[config.mk]
export PLATFORM = sky130hd
export DESIGN_NAME = irq_route_ctrl
export DESIGN_NICKNAME = d
export VERILOG_FILES = /design/src/rtl/irq_route_pkg.sv /design/src/rtl/irq_src_cell.sv /design/src/rtl/irq_reg_file.sv /design/src/rtl/irq_core_out.sv /design/src/rtl/irq_route_ctrl.sv
export SDC_FILE = /design/constraint.sdc
export NUM_CORES = 1
export LEC_CHECK = 0
export ABC_AREA = 1
export ABC_CLOCK_PERIOD_IN_PS = 6600
export CAP_MARGIN = 40
export CORE_MARGIN = 3
export CORE_UTILIZATION = 45
export DETAILED_ROUTE_END_ITERATION = 8
export PLACE_DENSITY_LB_ADDON = 0.12
export SYNTH_ARGS = -nofsm -noshare
export SYNTH_HDL_FRONTEND = slang
export SYNTH_SLANG_ARGS = --single-unit
[constraint.sdc]
create_clock -name clk_i -period 6.6 [get_ports clk_i]
set_input_delay 1.98 -clock clk_i [delete_from_list [all_inputs] [get_ports clk_i]]
set_output_delay 1.98 -clock clk_i [all_outputs]
set_load 0.005 [all_outputs]
[src/rtl/irq_route_pkg.sv]
package irq_route_pkg;
  localparam int unsigned AW = 8;
  localparam int unsigned DW = 32;

  // address page in addr[7:4], word offset in addr[3:0]; route words at 0x80+n
  localparam logic [3:0] PG_CTRL  = 4'h0;
  localparam logic [3:0] PG_PEND  = 4'h1;
  localparam logic [3:0] PG_MASK  = 4'h2;
  localparam logic [3:0] PG_SMASK = 4'h3;
  localparam logic [3:0] PG_CMASK = 4'h4;
  localparam logic [3:0] PG_POL   = 4'h5;
  localparam logic [3:0] PG_TRIG  = 4'h6;
  localparam logic [3:0] PG_DUAL  = 4'h7;
  localparam logic [3:0] OFS_CFG  = 4'h0;
  localparam logic [3:0] OFS_EDGE = 4'h1;
  localparam logic [7:0] ROUTE_BASE = 8'h80;
  localparam int unsigned EDGE_SET_BIT = 31;

  typedef struct packed {
    logic       valid;
    logic [7:0] core;
    logic [7:0] pin;
  } route_t;

  function automatic logic [DW-1:0] route_word(route_t r);
    return {r.valid, 15'b0, r.core, r.pin};
  endfunction
endpackage

[src/rtl/irq_src_cell.sv]
module irq_src_cell (
  input  logic clk_i,
  input  logic rst_ni,
  input  logic src_i,
  input  logic pol_i,
  input  logic trig_i,
  input  logic dual_i,
  input  logic sw_set_i,
  input  logic sw_clr_i,
  output logic pend_o
);
  logic src_q, edge_q, rise, fall, hit;

  always_ff @(posedge clk_i or negedge rst_ni) begin
    if (!rst_ni) src_q <= 1'b0;
    else         src_q <= src_i;
  end

  assign rise = src_i & ~src_q;
  assign fall = ~src_i & src_q;

  always_comb begin
    if (dual_i) hit = rise | fall;
    else        hit = pol_i ? rise : fall;
  end

  // hardware edge and software set take priority over software clear
  always_ff @(posedge clk_i or negedge rst_ni) begin
    if (!rst_ni)                edge_q <= 1'b0;
    else if (!trig_i)           edge_q <= 1'b0;
    else if (hit || sw_set_i)   edge_q <= 1'b1;
    else if (sw_clr_i)          edge_q <= 1'b0;
  end

  assign pend_o = trig_i ? edge_q : (pol_i ? src_i : ~src_i);


  sw_excl_chk: assert property (@(posedge clk_i) disable iff (!rst_ni)
    !(sw_set_i && sw_clr_i));

  edge_cause_chk: assert property (@(posedge clk_i) disable iff (!rst_ni)
    $rose(edge_q) |-> $past(hit || sw_set_i));

  level_no_latch_chk: assert property (@(posedge clk_i) disable iff (!rst_ni)
    !trig_i |=> !edge_q);

  dual_latch_chk: assert property (@(posedge clk_i) disable iff (!rst_ni)
    (trig_i && dual_i && (src_i != src_q)) |=> edge_q);
endmodule

[src/rtl/irq_reg_file.sv]
module irq_reg_file
  import irq_route_pkg::*;
#(
  parameter int unsigned NUM_SRC  = 16,
  parameter int unsigned NUM_CORE = 2
) (
  input  logic                       clk_i,
  input  logic                       rst_ni,
  input  logic                       req_i,
  input  logic                       we_i,
  input  logic [AW-1:0]              addr_i,
  input  logic [DW-1:0]              wdata_i,
  output logic [DW-1:0]              rdata_o,
  input  logic [NUM_SRC-1:0]         pend_i,
  output logic [NUM_SRC-1:0]         mask_o,
  output logic [NUM_SRC-1:0]         pol_o,
  output logic [NUM_SRC-1:0]         trig_o,
  output logic [NUM_SRC-1:0]         dual_o,
  output logic [NUM_SRC-1:0]         sw_set_o,
  output logic [NUM_SRC-1:0]         sw_clr_o,
  output route_t [NUM_SRC-1:0]       route_o
);
  localparam int unsigned NSW = (NUM_SRC + DW - 1) / DW;
  localparam int unsigned PAD = NSW * DW;
  localparam logic [DW-1:0] CFG_WORD = {16'b0, 8'(NUM_CORE - 1), 8'(NUM_SRC / 8 - 1)};

  logic [3:0] page, ofs;
  logic       wr, rd, edge_wr;
  logic [NUM_SRC-1:0] mask_q, pol_q, trig_q, dual_q;
  route_t [NUM_SRC-1:0] route_q;
  logic [DW-1:0] rd_word, rdata_q;

  assign page    = addr_i[7:4];
  assign ofs     = addr_i[3:0];
  assign wr      = req_i & we_i;
  assign rd      = req_i & ~we_i;
  assign edge_wr = wr && page == PG_CTRL && ofs == OFS_EDGE;

  always_comb begin
    for (int n = 0; n < NUM_SRC; n++) begin
      sw_set_o[n] = edge_wr && wdata_i[7:0] == 8'(n) &&  wdata_i[EDGE_SET_BIT];
      sw_clr_o[n] = edge_wr && wdata_i[7:0] == 8'(n) && !wdata_i[EDGE_SET_BIT];
    end
  end

  always_ff @(posedge clk_i or negedge rst_ni) begin
    if (!rst_ni) begin
      mask_q  <= '0;
      pol_q   <= '1;
      trig_q  <= '0;
      dual_q  <= '0;
      route_q <= '0;
    end else if (wr) begin
      for (int n = 0; n < NUM_SRC; n++) begin
        if (ofs == 4'(n / DW)) begin
          if (page == PG_SMASK && wdata_i[n % DW]) mask_q[n] <= 1'b1;
          if (page == PG_CMASK && wdata_i[n % DW]) mask_q[n] <= 1'b0;
          if (page == PG_POL)  pol_q[n]  <= wdata_i[n % DW];
          if (page == PG_TRIG) trig_q[n] <= wdata_i[n % DW];
          if (page == PG_DUAL) dual_q[n] <= wdata_i[n % DW];
        end
        if (addr_i == 8'(ROUTE_BASE + n))
          route_q[n] <= '{valid: wdata_i[31], core: wdata_i[15:8], pin: wdata_i[7:0]};
      end
    end
  end

  function automatic logic [DW-1:0] pick(input logic [PAD-1:0] v, input logic [3:0] o);
    logic [DW-1:0] r;
    r = '0;
    for (int w = 0; w < NSW; w++)
      if (o == 4'(w)) r = v[w*DW +: DW];
    return r;
  endfunction

  always_comb begin
    rd_word = '0;
    case (page)
      PG_CTRL: if (ofs == OFS_CFG) rd_word = CFG_WORD;
      PG_PEND: rd_word = pick(PAD'(pend_i), ofs);
      PG_MASK: rd_word = pick(PAD'(mask_q), ofs);
      PG_POL:  rd_word = pick(PAD'(pol_q), ofs);
      PG_TRIG: rd_word = pick(PAD'(trig_q), ofs);
      PG_DUAL: rd_word = pick(PAD'(dual_q), ofs);
      default: begin
        for (int n = 0; n < NUM_SRC; n++)
          if (addr_i == 8'(ROUTE_BASE + n)) rd_word = route_word(route_q[n]);
      end
    endcase
  end

  always_ff @(posedge clk_i or negedge rst_ni) begin
    if (!rst_ni)  rdata_q <= '0;
    else if (rd)  rdata_q <= rd_word;
  end

  assign rdata_o = rdata_q;
  assign mask_o  = mask_q;
  assign pol_o   = pol_q;
  assign trig_o  = trig_q;
  assign dual_o  = dual_q;
  assign route_o = route_q;


  mask_hold_chk: assert property (@(posedge clk_i) disable iff (!rst_ni)
    !(wr && (page == PG_SMASK || page == PG_CMASK)) |=> $stable(mask_q));

  route_hold_chk: assert property (@(posedge clk_i) disable iff (!rst_ni)
    !(wr && page[3]) |=> $stable(route_q));

  cfg_read_chk: assert property (@(posedge clk_i) disable iff (!rst_ni)
    (rd && addr_i == 8'h00) |=> rdata_o == CFG_WORD);
endmodule

[src/rtl/irq_core_out.sv]
module irq_core_out
  import irq_route_pkg::*;
#(
  parameter int unsigned NUM_SRC  = 16,
  parameter int unsigned NUM_CORE = 2,
  parameter int unsigned NUM_PIN  = 4
) (
  input  logic                         clk_i,
  input  logic                         rst_ni,
  input  logic [NUM_SRC-1:0]           act_i,
  input  route_t [NUM_SRC-1:0]         route_i,
  output logic [NUM_CORE*NUM_PIN-1:0]  irq_o
);
  for (genvar c = 0; c < NUM_CORE; c++) begin : g_core
    for (genvar p = 0; p < NUM_PIN; p++) begin : g_pin
      logic hit;
      always_comb begin
        hit = 1'b0;
        for (int n = 0; n < NUM_SRC; n++)
          if (act_i[n] && route_i[n].valid &&
              route_i[n].core == 8'(c) && route_i[n].pin == 8'(p))
            hit = 1'b1;
      end
      assign irq_o[c*NUM_PIN+p] = hit;
    end
  end


  irq_has_source_chk: assert property (@(posedge clk_i) disable iff (!rst_ni)
    (|irq_o) |-> (|act_i));
endmodule

[src/rtl/irq_route_ctrl.sv]
module irq_route_ctrl
  import irq_route_pkg::*;
#(
  parameter int unsigned NUM_SRC  = 16,
  parameter int unsigned NUM_CORE = 2,
  parameter int unsigned NUM_PIN  = 4
) (
  input  logic                         clk_i,
  input  logic                         rst_ni,
  input  logic [NUM_SRC-1:0]           src_i,
  input  logic                         req_i,
  input  logic                         we_i,
  input  logic [7:0]                   addr_i,
  input  logic [31:0]                  wdata_i,
  output logic [31:0]                  rdata_o,
  output logic [NUM_CORE*NUM_PIN-1:0]  irq_o
);
  logic [NUM_SRC-1:0] pend, mask, pol, trig, dual, sw_set, sw_clr;
  route_t [NUM_SRC-1:0] route;

  irq_reg_file #(.NUM_SRC(NUM_SRC), .NUM_CORE(NUM_CORE)) u_regs (
    .clk_i, .rst_ni, .req_i, .we_i, .addr_i, .wdata_i, .rdata_o,
    .pend_i(pend), .mask_o(mask), .pol_o(pol), .trig_o(trig), .dual_o(dual),
    .sw_set_o(sw_set), .sw_clr_o(sw_clr), .route_o(route)
  );

  for (genvar n = 0; n < NUM_SRC; n++) begin : g_src
    irq_src_cell u_cell (
      .clk_i, .rst_ni, .src_i(src_i[n]), .pol_i(pol[n]), .trig_i(trig[n]),
      .dual_i(dual[n]), .sw_set_i(sw_set[n]), .sw_clr_i(sw_clr[n]), .pend_o(pend[n])
    );
  end

  irq_core_out #(.NUM_SRC(NUM_SRC), .NUM_CORE(NUM_CORE), .NUM_PIN(NUM_PIN)) u_out (
    .clk_i, .rst_ni, .act_i(pend & mask), .route_i(route), .irq_o
  );
endmodule

* Word-level counts from Yosys, hierarchy flattened
Cells that the tools add are included.
Word-level totals: register bits after elaboration 400, output and inout port bits 40
Cells by class: equality and inequality tests 119, multiplexer cells 295, bitwise operators 84, reductions and logical operators 361
Operator list (number):
- two-way mux 32 bit | 16
- equality test 8 x 2 -> 1 bit, second input constant | 34
- two-way mux 1 bit | 272
- equality test 8 x 1 -> 1 bit, second input constant | 33
- zero test 8 bit | 33
- logical AND 1 bit | 258
- case mux 32 bit (6 select lines) | 1
- equality test 8 bit, second input constant | 16
- two-way mux 16 bit | 5
- equality test 8 x 4 -> 1 bit, second input constant | 8
- AND reduction 3 bit | 19
- inequality test 3 x 1 -> 1 bit, second input constant | 16
- AND 1 bit | 34
- NOT 1 bit | 33
- equality test 8 x 3 -> 1 bit, second input constant | 4
- AND reduction 2 bit | 16
- nonzero test 2 bit | 16
- AND 16 bit | 1
- equality test 4 x 3 -> 1 bit, second input constant | 4
- logical OR 1 bit | 16
- bitwise OR 1 bit | 16
- two-way mux 9 bit | 1
- equality test 4 x 1 -> 1 bit, second input constant | 2
- equality test 4 x 2 -> 1 bit, second input constant | 2
- other kinds (2) | 3

* Longest topological paths before layout
depth in word-level cells 23, gate-level depth with buffers 17, depth with buffers taken out 16

* Hierarchy
A second synthesis with hierarchy kept.
Unflattened totals: cells, all modules 3204, area total of the unflattened synthesis 21986.1 um^2
By module, submodules not included:
- irq_reg_file | times used 1, cells an instance 2023, area each 16316.9 um^2
- irq_core_out | times used 1, cells an instance 749, area each 3006.6 um^2
- irq_src_cell | times used 16, cells an instance 25, area each 158.9 um^2
- irq_route_ctrl | times used 1, cells an instance 32, area each 120.1 um^2

* Least setup slack after synthesis
OpenSTA, ideal clock, no wires.
path type input port to output port, start input port src_i[13], end output port irq_o[2], arrival time 3116 ps, slack 1504 ps, stages on the path 8, buffers on the path 1, cell sequence xor2_1 -> o21ai_0 -> nand3_1 -> or3_1 -> o221ai_1 -> nor3_1 -> nand2_1 -> buf_4
On the way: word-level cells in the longest chain between the ends 10
Ends and longest elaborated chain:
- start: declaration | line irq_route_ctrl.sv:10 | input logic [NUM_SRC-1:0] src_i,
- NOT 1 bit | line irq_src_cell.sv:35 | assign pend_o = trig_i ? edge_q : (pol_i ? src_i : ~src_i);
- two-way mux 1 bit (*) (2 in series) | line irq_src_cell.sv:35
- AND 16 bit (*) | line irq_route_ctrl.sv:35 | .clk_i, .rst_ni, .act_i(pend & mask), .route_i(route), .irq_o
- logical AND 1 bit (*) (2 in series) | line irq_core_out.sv:20 | if (act_i[n] && route_i[n].valid &&
- logical AND 1 bit (*) | line irq_core_out.sv:21 | route_i[n].core == 8'(c) && route_i[n].pin == 8'(p))
- two-way mux 1 bit (*) (3 in series) | line irq_core_out.sv:20
- end: declaration | line irq_route_ctrl.sv:16 | output logic [NUM_CORE*NUM_PIN-1:0] irq_o
Every way passes the cells marked *; elsewhere a longest branch is shown, timed or not.

* Final worst setup path
start input port src_i[12], end output port irq_o[3]
On the way: word-level cells in the longest chain between the ends 11
Ends and longest elaborated chain (line):
- NOT 1 bit | irq_src_cell.sv:35
- two-way mux 1 bit (*) (2 in series) | irq_src_cell.sv:35
- AND 16 bit (*) | irq_route_ctrl.sv:35
- logical AND 1 bit (*) (2 in series) | irq_core_out.sv:20
- logical AND 1 bit (*) | irq_core_out.sv:21
- two-way mux 1 bit (*) (4 in series) | irq_core_out.sv:20
Marks and branches as above.

==> results by stage <==
Cells and area:
- The number of standard cells in the final layout excluding fillers is 3309.
- The relative area change from synthesis to final layout is 16.5%.
- In the final design database the tool counted 2776 nets.
- The count of fill cells added during filler insertion is 4201.
- The antenna cell count is 0.
- Summing all multi-input logic gate instances after layout gives 9170 um2.
- The share of final-layout standard cells stronger than drive strength 1 is 8.80%.
- Summing all flip-flop and latch instances after layout gives 9650 um2.

Routing:
- Summing over every cut layer, the via total after detailed routing is 19500.
- The total wire length is 79400 um.
- After detailed routing, the number of remaining DRC violations is 0.
- The count of nets left with antenna violations once routing finished came out at 0.
- The per-cell via count in the routed design is 5.90.
- The first-pass iteration count of the detailed router is 6.
- In this run, the number of DRC markers left after iteration 0 of detailed routing was 2450.
- The wire length per cell after detailed routing is 24.0 um.

Place:
- The placer's final routability congestion estimate is 0.963.
- The number of port buffers is 69.
- Once detailed placement completed, the half-perimeter wirelength came to 59200 um.
- In this run, placement finished with an instance count of 3230.

STA:
- The shortest period the worst path allows is 6600 ps.
- The final setup violation count is 0.
- The worst relative slew slack is 37.0%.
- The worst hold slack is 487 ps.
- The hold violation total from the final report is 0.
- The maximum frequency from static timing analysis is 152 MHz.
- The part of the cycle the worst path needs is 99.9%.
- The maximum clock skew at final layout is 15.2 ps.
- For the pin with the worst max-slew slack, the measured transition is 936 ps.
- The number of pins with negative max-slew slack in the final report is 0.
- Setup repair after global routing could not meet its margin everywhere.

Global routing:
- The global-route wire length before repair is 118000 um.
- Entering global routing, the biggest net connects 139 pins.
- The number of antenna violations at the first check in global routing is 0.
- The total global routing overflow is 0.
- Global routing used 33.3% of the available tracks across all layers.
- The number of global-route vias before repair is 18100.

Setup path:
- The end of the worst register-to-register path is u_regs.rdata_o[15]$_DFFE_PN0P_.
- STA classifies the critical path endpoint as an output port.
- The depth of the worst register-to-register path is 10.
- The worst setup path is launched from a primary input.
- The maximum net fanout on the critical path is 4.
- In this run the critical register-to-register path is launched from u_regs.route_o[49]$_DFFE_PN0P_.
- For the worst setup path, the data arrival time is 4620 ps.
- For flop-to-flop paths, the worst setup slack is 3940 ps.
- The worst setup path is of the in -> out kind.
- The worst endpoint required time is 4620 ps.

Clocking:
- The CTS clock-pin slew for the worst setup and hold paths is 60 ps.
- Buffers inserted during clock tree synthesis total 44.
- The tree is rooted in a sky130_fd_sc_hd__clkbuf_16.
- CTS saw 385 sinks.
- The count of buffers added by post-CTS timing repair for setup is 0.
- The clock insertion delay at the later pin of the skew report is 580 ps.
- The post-cts hold buffer count is 0.
- Counting along the longest clock path gives a buffer depth of 3.
- TritonCTS built the clock tree.
- The H-tree generated during clock tree synthesis spans 2 levels.

Synth:
- The cell count after synthesis came out at 2608.
- The number of enable-type register cells in the synthesized netlist is 0.
- In the synthesized netlist the dominant register cell turns out to be sky130_fd_sc_hd__dfrtp_1.
- The share of synthesized flip-flops with an asynchronous set or reset is 100%.
- The mean area per synthesized cell is 7.79 um2.
- Synthesis inferred 385 register bits.
- The part of the Yosys area used for sequential elements is 47.5%.
- The number of warnings printed during yosys synthesis is 0.
- The count of unique library cells instantiated by Yosys is 53.
- The synthesized cell area is 20300 um2.

Floorplanning:
- The floorplan step defined a die boundary enclosing 47700 um2.
- The core region area is 44400 um2.
- The initial cell density of the core is 45.8%.
- The chip width is 218 um.
- The number of ports placed on the die boundary is 100.
- From bottom edge to top edge, the die measures 218 um.
- The floorplan has 77 rows.

Power:
- Power comes to 5.61 mW.
- The areal power density over the cells is 237 nW/um2.
- The leakage power figure is 10.4 nW.
- The worst voltage drop across the vdd grid is 0.268 mV.

Flow run:
- Across the run, the number of max-cap violations was 0.

Worst hold path:
- The number of cells traversed by the worst hold path is 2.
- The tightest min-delay check is of the reg -> reg type.
- The terminating pin of the worst hold path is u_regs.route_o[131]$_DFFE_PN0P_.
- The startpoint of the most critical hold path is u_regs.route_o[131]$_DFFE_PN0P_.

Run status:
- The run finished with clean final reports.
through the flow:
| step | utilization (%) | cell area [um2] | TNS, ps | worst slack (ps) |
|---|---|---|---|---|
| floorplan | - | 20400 | 0 | 1500 |
| global placement | 48.7 | 21600 | -88.1 | -46.3 |
| detailed placement | 49.8 | 22100 | -146 | -71.8 |
| CTS | 53.2 | 23600 | 0 | 28.4 |
| global route | 53.3 | 23700 | -4.28 | -4.28 |
| finish | 53.3 | 23700 | 0 | 4.20 |
area by class of cell:
cell class              count  area share, %
inverters                 250           3.96
repair buffers            157           6.99
well taps                 592           3.13
clock buffers              66           5.60
flip-flops and latches    385           40.8
clock inverters            13          0.804
multi-input cells        1846           38.7
worst max-delay path by stage:
stage / from / endpoint / slack (ps) / cells after the start
floorplan: src_i[13] / irq_o[2] / 1500 / 8
global placement: src_i[6] / irq_o[7] / -50 / 14
detailed placement: src_i[14] / irq_o[0] / -70 / 9
CTS: src_i[12] / irq_o[3] / 30 / 10
global route: src_i[8] / irq_o[7] / -4 / 11
finish: src_i[12] / irq_o[3] / 4 / 10
routing by layer:
layer / up-vias / wire [um] / GRT usage, %
met4: 0 / 3300 / 12.2
met1: 9462 / 34300 / 48.7
li1: 8903 / - / -
met2: 997 / 34700 / 50.0
met3: 162 / 7230 / 5.12
met5: - / 0 / 0
layout by cell type, fill, tap and decap left out, types with 5 or more instances in the layout:
cell	count
sky130_fd_sc_hd__nor2_1	165
sky130_fd_sc_hd__clkbuf_16	45
sky130_fd_sc_hd__clkinv_2	8
sky130_fd_sc_hd__buf_4	58
sky130_fd_sc_hd__ha_1	32
sky130_fd_sc_hd__conb_1	15
sky130_fd_sc_hd__nor4_1	45
sky130_fd_sc_hd__bufinv_16	5
sky130_fd_sc_hd__nand2_1	705
sky130_fd_sc_hd__dfrtp_1	369
sky130_fd_sc_hd__a21oi_1	26
sky130_fd_sc_hd__or2_2	10
sky130_fd_sc_hd__clkbuf_8	12
sky130_fd_sc_hd__clkbuf_1	9
sky130_fd_sc_hd__mux2_2	13
sky130_fd_sc_hd__buf_8	18
sky130_fd_sc_hd__xor2_1	10
sky130_fd_sc_hd__a32oi_1	7
sky130_fd_sc_hd__inv_1	239
sky130_fd_sc_hd__a31oi_1	32
sky130_fd_sc_hd__clkdlybuf4s50_1	68
sky130_fd_sc_hd__nor2_2	11
sky130_fd_sc_hd__a22oi_1	15
sky130_fd_sc_hd__o22ai_1	55
sky130_fd_sc_hd__inv_2	8
sky130_fd_sc_hd__nand4_1	130
sky130_fd_sc_hd__nand3_1	91
sky130_fd_sc_hd__nor3_1	25
sky130_fd_sc_hd__buf_16	7
sky130_fd_sc_hd__nand3_2	6
sky130_fd_sc_hd__o21ai_0	392
sky130_fd_sc_hd__dfstp_2	16
sky130_fd_sc_hd__or2_0	7
flip-flops by register name (all words and copies together) (netlist names):
| name | cells |
|---|---|
| u_regs.pol_o | 16 |
| u_regs.trig_o | 16 |
| g_src.u_cell.edge_q | 16 |
| u_regs.rdata_o | 17 |
| u_regs.route_o | 272 |
| u_regs.dual_o | 16 |
| u_regs.mask_o | 16 |
| g_src.u_cell.src_q | 16 |
synthesized netlist by cell type, types with 26 or more instances:
cell / count / area (um2)
sky130_fd_sc_hd__o21ai_0: 396 / 1980
sky130_fd_sc_hd__clkbuf_1: 101 / 379
sky130_fd_sc_hd__nand3_1: 93 / 465
sky130_fd_sc_hd__nor2_1: 166 / 623
sky130_fd_sc_hd__inv_1: 239 / 897
sky130_fd_sc_hd__dfrtp_1: 369 / 9230
sky130_fd_sc_hd__buf_4: 26 / 195
sky130_fd_sc_hd__ha_1: 32 / 400
sky130_fd_sc_hd__nand4_1: 130 / 813
sky130_fd_sc_hd__o22ai_1: 55 / 344
sky130_fd_sc_hd__a21oi_1: 26 / 130
sky130_fd_sc_hd__a31oi_1: 32 / 200
sky130_fd_sc_hd__nand2_1: 706 / 2650
sky130_fd_sc_hd__nor4_1: 45 / 282
worst max-delay path: stages:
cell                              delay [ps]
sky130_fd_sc_hd__clkdlybuf4s50_1         500
sky130_fd_sc_hd__xor2_1                  180
sky130_fd_sc_hd__o21ai_0                 160
sky130_fd_sc_hd__buf_4                   160
sky130_fd_sc_hd__nand3_1                 110
sky130_fd_sc_hd__or3_1                   460
sky130_fd_sc_hd__o22ai_1                 290
sky130_fd_sc_hd__nor4_1                  120
sky130_fd_sc_hd__nand2_1                 130
sky130_fd_sc_hd__clkdlybuf4s50_1         520
timing repair:
item | 4_1_cts | 5_1_grt
resized for setup | 1 | 9
setup endpoints to repair | 5 | 7
pin swaps | 0 | 2
power breakdown:
part	leakage [nW]	switching, mW	total, mW	internal [mW]
Clock	0.753	1.02	2.60	1.58
Sequential	5.23	0.0683	2.50	2.44
Combinational	4.45	0.344	0.506	0.162
cell families after synthesis:
logic type	count (synthesis)	synth area share, %
buffers and inverters	391	7.78
multiplexers	16	0.874
AO/OA/AOI/OAI	558	15.1
flip-flops	385	47.5
XOR/XNOR	10	0.431
AND/OR/NAND/NOR	1215	26.3
adder cells (fa/ha/maj)	32	1.97
other	1	0.0185
(Power assumes the default switching activity.)
